## src/rtl/pad_sleep_ctrl.sv

```systemverilog
module pad_sleep_ctrl #(
  parameter int NUM_MPADS = 40,
  parameter int NUM_DPADS = 12,
  parameter int IDX_W     = 6
) (
  input  logic                 clk,
  input  logic                 rst_n,
  input  logic                 sleep_req,
  input  logic                 reg_wr,
  input  logic [IDX_W+2:0]     reg_addr,
  input  logic [31:0]          reg_wdata,
  output logic [31:0]          reg_rdata,
  input  logic [NUM_MPADS-1:0] mp_fn_out,
  input  logic [NUM_MPADS-1:0] mp_fn_oe,
  input  logic [NUM_DPADS-1:0] dp_fn_out,
  input  logic [NUM_DPADS-1:0] dp_fn_oe,
  output logic [NUM_MPADS-1:0] mp_pad_out,
  output logic [NUM_MPADS-1:0] mp_pad_oe,
  output logic [NUM_DPADS-1:0] dp_pad_out,
  output logic [NUM_DPADS-1:0] dp_pad_oe
);

  localparam logic [1:0] RG_MODE = 2'd0;
  localparam logic [1:0] RG_ARM  = 2'd1;
  localparam logic [1:0] RG_WEN  = 2'd2;
  localparam logic [1:0] RG_STAT = 2'd3;

  logic             grp;
  logic [1:0]       rg;
  logic [IDX_W-1:0] idx;
  logic             m_acc, d_acc;

  assign grp   = reg_addr[IDX_W+2];
  assign rg    = reg_addr[IDX_W+1:IDX_W];
  assign idx   = reg_addr[IDX_W-1:0];
  assign m_acc = reg_wr && !grp;
  assign d_acc = reg_wr && grp;

  logic [1:0]           m_mode [NUM_MPADS];
  logic [NUM_MPADS-1:0] m_en, m_wen, m_stat, m_lout, m_loe;
  logic [1:0]           d_mode [NUM_DPADS];
  logic [NUM_DPADS-1:0] d_en, d_wen, d_stat, d_lout, d_loe;

  function automatic logic [1:0] drive_of(input logic [1:0] md, input logic lo, input logic loe);
    case (md)
      2'd0:    drive_of = 2'b10;
      2'd1:    drive_of = 2'b11;
      2'd2:    drive_of = 2'b00;
      default: drive_of = {loe, lo};
    endcase
  endfunction

  always_ff @(posedge clk or negedge rst_n) begin
    if (!rst_n) begin
      for (int i = 0; i < NUM_MPADS; i++) m_mode[i] <= 2'd0;
      m_en   <= '0;
      m_wen  <= '1;
      m_stat <= '0;
      m_lout <= '0;
      m_loe  <= '0;
    end else begin
      for (int i = 0; i < NUM_MPADS; i++) begin
        if (m_acc && idx == IDX_W'(i)) begin
          if (rg == RG_MODE && m_wen[i]) m_mode[i] <= reg_wdata[1:0];
          if (rg == RG_ARM && m_wen[i])  m_en[i]   <= reg_wdata[0];
          if (rg == RG_WEN && !reg_wdata[0]) m_wen[i] <= 1'b0;
        end
        if (m_acc && rg == RG_STAT && idx == IDX_W'(i / 32) && !reg_wdata[i % 32])
          m_stat[i] <= 1'b0;
        if (sleep_req && m_en[i]) begin
          m_stat[i] <= 1'b1;
          if (!m_stat[i]) begin
            m_lout[i] <= mp_fn_out[i];
            m_loe[i]  <= mp_fn_oe[i];
          end
        end
      end
    end
  end

  always_ff @(posedge clk or negedge rst_n) begin
    if (!rst_n) begin
      for (int i = 0; i < NUM_DPADS; i++) d_mode[i] <= 2'd0;
      d_en   <= '0;
      d_wen  <= '1;
      d_stat <= '0;
      d_lout <= '0;
      d_loe  <= '0;
    end else begin
      for (int i = 0; i < NUM_DPADS; i++) begin
        if (d_acc && idx == IDX_W'(i)) begin
          if (rg == RG_MODE && d_wen[i]) d_mode[i] <= reg_wdata[1:0];
          if (rg == RG_ARM && d_wen[i])  d_en[i]   <= reg_wdata[0];
          if (rg == RG_WEN && !reg_wdata[0]) d_wen[i] <= 1'b0;
        end
        if (d_acc && rg == RG_STAT && idx == IDX_W'(i / 32) && !reg_wdata[i % 32])
          d_stat[i] <= 1'b0;
        if (sleep_req && d_en[i]) begin
          d_stat[i] <= 1'b1;
          if (!d_stat[i]) begin
            d_lout[i] <= dp_fn_out[i];
            d_loe[i]  <= dp_fn_oe[i];
          end
        end
      end
    end
  end

  always_comb begin
    for (int i = 0; i < NUM_MPADS; i++)
      {mp_pad_oe[i], mp_pad_out[i]} = m_stat[i] ? drive_of(m_mode[i], m_lout[i], m_loe[i])
                                                : {mp_fn_oe[i], mp_fn_out[i]};
    for (int i = 0; i < NUM_DPADS; i++)
      {dp_pad_oe[i], dp_pad_out[i]} = d_stat[i] ? drive_of(d_mode[i], d_lout[i], d_loe[i])
                                                : {dp_fn_oe[i], dp_fn_out[i]};
  end

  always_comb begin
    reg_rdata = '0;
    for (int i = 0; i < NUM_MPADS; i++) begin
      if (!grp && idx == IDX_W'(i)) begin
        case (rg)
          RG_MODE: reg_rdata[1:0] = m_mode[i];
          RG_ARM:  reg_rdata[0]   = m_en[i];
          RG_WEN:  reg_rdata[0]   = m_wen[i];
          default: ;
        endcase
      end
      if (!grp && rg == RG_STAT && idx == IDX_W'(i / 32)) reg_rdata[i % 32] = m_stat[i];
    end
    for (int i = 0; i < NUM_DPADS; i++) begin
      if (grp && idx == IDX_W'(i)) begin
        case (rg)
          RG_MODE: reg_rdata[1:0] = d_mode[i];
          RG_ARM:  reg_rdata[0]   = d_en[i];
          RG_WEN:  reg_rdata[0]   = d_wen[i];
          default: ;
        endcase
      end
      if (grp && rg == RG_STAT && idx == IDX_W'(i / 32)) reg_rdata[i % 32] = d_stat[i];
    end
  end

endmodule

```

## config.mk

```make
export PLATFORM = sky130hd
export DESIGN_NAME = pad_sleep_ctrl
export DESIGN_NICKNAME = d
export VERILOG_FILES = /design/src/rtl/pad_sleep_ctrl.sv
export SDC_FILE = /design/constraint.sdc
export NUM_CORES = 1
export LEC_CHECK = 0
export BUFFER_PORTS_ARGS = -buffer_cell sky130_fd_sc_hd__buf_2
export CORE_UTILIZATION = 55
export DETAILED_ROUTE_END_ITERATION = 6
export GPL_TIMING_DRIVEN = 0
export PLACE_DENSITY = 0.83
export SETUP_SLACK_MARGIN = 0.3
export SYNTH_ARGS = -nofsm -noshare
export SYNTH_HDL_FRONTEND = slang
export SYNTH_SLANG_ARGS = --single-unit
```

## constraint.sdc

```tcl
create_clock -name clk -period 4.23 [get_ports clk]
set_clock_uncertainty 0.05 [all_clocks]
set_input_delay 0.423 -clock clk [delete_from_list [all_inputs] [get_ports clk]]
set_output_delay 0.423 -clock clk [all_outputs]
set_load 0.01 [all_outputs]
```

==> metrics <==
critical path class primary input to output port; Reg area 0.009174 sq mm; RSZ-0062 raised after global routing yes; layout cells sized above 1 31.70%; YS warnings 0; worst slew pin tran 1.086 ns; FF-to-FF setup slack 2.52 ns; first-pass GRT wire length 109.0 mm; Vias/cell 6.404; Pins Over Slew Limit 0; hold violation count in the final report 0; Avg Inst Size Synth 9.627 sq um; Yosys reg bits 364; Hold Path Depth 2; DRC 1; Netlist cell types 79; largest net degree at the start of global routing 127; Arr. time, crit path 3.44 ns; final worst path period need slightly below 4 ns; Die Wd about 190 um; hold_sp mp_fn_oe[1]; Die Y-Extent approximately 190 um; worst endpoint required time about 3.8 ns; critical path launch point type primary input; Reg2Reg Depth 3; utilization after layout 66.39%; asr flop ratio synth 100.0%; Worst slew margin 27.58%; dpl cells 2744; commonest non-fill, non-tap cell in the layout dfrtp_1; fin nets 2485; Final Wtd Congestion 1.013; Worst-Skew Late Latency 0.54 ns; commonest cells after routing, fill and taps aside dfrtp_1 (312), buf_2 (304), nand2_1 (267), mux2_2 (203), o21ai_0 (192); WL/cell 26.09 um; Layout fillers about 2700; via count 18070; Synth Instances 2007; maxcap violations 0; CTS tree done; Core ar. between 0.03 and 0.04 sq mm; Fin Hold WS 0.07626 ns; Min-Delay Endpoint m_loe[1]; pre-CTS WS -0.2884 ns; setup ws final 0.3156 ns; status finished, violations left; violated checks design-rule violations; clock sink total 364; ys flop type dfrtp_1; die area between 0.03 and 0.04 sq mm; CP max FO 10; Setup crit end kind output port; post-route insts no fill around 2800; initial antenna violation count 3; Multi-input gate area 0.009324 sq mm; Critical R2R Launch m_wen[30]; port buffer count 280; Max Fclk between 0.2 and 0.3 GHz; initial drt markers 1736; Clock transition at path regs 0.06 ns; fin crit share between 90% and 100%; final setup fails 0; DRT antenna net count 0; synthesis-to-layout area growth 18.69%; syn nets 2156; Tot GR Track Use 40.89%; htree depth 2; Initial Util 55.94%; worst hold path class primary input to flop; worst r2r dst m_mode[18]; synthesized cell area approximately 0.019 sq mm; drt total wl around 74 mm; Power Density 350.7 mW/mm^2; root buf cell clkbuf_16; peak supply drop about 0.33 mV; total grt overflow 0; Seq/Total Area, Yosys about 47%; drt first pass iters 7; static leakage 10.86 nW; row cnt 68; Post-synth EDFFs 0; I/O pins 285; CTS buffer count 39; HPWL Detailed about 54 mm; Clock Tree Buf Depth 3; vias in the first global route 17990
-- logic make-up (layout without fill, tap and decap cells) --
logic type	after synthesis	count (layout)	synth area share (%)
multiplexers	246	246	14.25
buffers and inverters	225	584	4.734
AND/OR/NAND/NOR	643	643	16.12
flip-flops	364	364	47.48
other	0	1	0
AO/OA/AOI/OAI	529	529	17.41
-- repair_timing --
action	in CTS	in global routing
endpoints found under the setup margin	12	3
hold endpoints to repair	60	0
hold buffers	1	0
pin swaps	1	2
buffers inserted	1	4
gates cloned	0	0
gates resized for setup	11	44
-- cell type report --
class / instances / share of cell area [%]
Buffer: 104 / 2.226
Antenna cell: 1 / 0.01091
Clock buffer: 61 / 5.369
Tap cell: 455 / 2.482
Timing Repair Buffer: 288 / 6.602
Sequential cell: 364 / 40.00
Inverter: 121 / 1.980
Multi-Input combinational cell: 1418 / 40.66
Clock inverter: 10 / 0.6711
-- power by group --
part           internal [mW]  total, mW  switching [mW]
combinational          0.236      0.778           0.542
clock                   2.24       3.68            1.44
sequential              3.53       3.58          0.0510
-- metrics by stage --
| stage | power, mW | TNS, ns | cell area (sq um) |
|---|---|---|---|
| 2_1_floorplan | 3.956 | 0 | 19320 |
| 3_3_place_gp | 4.366 | -1384.77 | 21290 |
| 3_5_place_dp | 4.388 | -0.2884 | 21360 |
| 4_1_cts | 8.027 | 0 | 22800 |
| 5_1_grt | 8.224 | 0 | 22930 |
| 6_report | 8.043 | 0 | 22930 |
-- how the worst max path moves through the flow --
stage                      startpoint      endpoint  slack (ns)
final                     reg_addr[1]  reg_rdata[1]        0.32
after global routing      reg_addr[1]  reg_rdata[1]        0.24
after CTS                 reg_addr[7]  reg_rdata[0]        0.13
after detailed placement  reg_addr[7]  reg_rdata[0]       -0.29
after global placement          rst_n    m_stat[35]       -4.17
after floorplan           reg_addr[5]  reg_rdata[1]        1.52
-- cells in the mapped netlist, types with 7 or more instances --
library cell	count	share of area, %
dfrtp_1	312	40
or2_2	54	1.7
nor3_1	18	0.47
a221oi_1	8	0.36
nand2b_1	9	0.29
dfstp_2	52	7.1
o211ai_1	63	2.4
a222oi_1	7	0.36
nand4_1	8	0.26
buf_2	28	0.73
nor4_1	7	0.23
a31oi_1	62	2.0
a21oi_1	55	1.4
clkbuf_1	63	1.2
a21boi_0	31	1.2
a22oi_1	8	0.31
nand2_1	268	5.2
nor2b_1	10	0.32
nor2_1	102	2.0
o22ai_1	16	0.52
and3_1	31	1.0
inv_1	121	2.4
nand3_1	91	2.4
mux2_2	203	12
o21ai_0	193	5.0
o21a_1	12	0.47
o2bb2ai_1	15	0.68
mux2i_1	40	2.1
-- worst max-delay path, cell delays in order --
cell and delay (ns):
buf_2 0.12, buf_2 0.22, buf_4 0.26, nand2_1 0.46, nor3_1 0.45, o211ai_1 0.16, a31oi_1 0.23, nor3_1 0.07
o31ai_1 0.47, a222oi_1 0.15, o22ai_1 0.23, buf_2 0.19
-- sequential cells by signal (all words and copies together), names as in the netlist --
signal  flops
d_lout     12
d_stat     12
m_lout     40
d_loe      12
d_mode     24
m_stat     40
m_wen      40
d_en       12
d_wen      12
m_en       40
m_loe      40
m_mode     80
-- metal layers --
metal  track usage (%)  share of wire (%)
met5             1.099              0.083
met2             63.95                 45
met4             20.35                5.0
met1             54.36                 41
met3             7.896                8.8
Power figures use the tool's default switching activity.
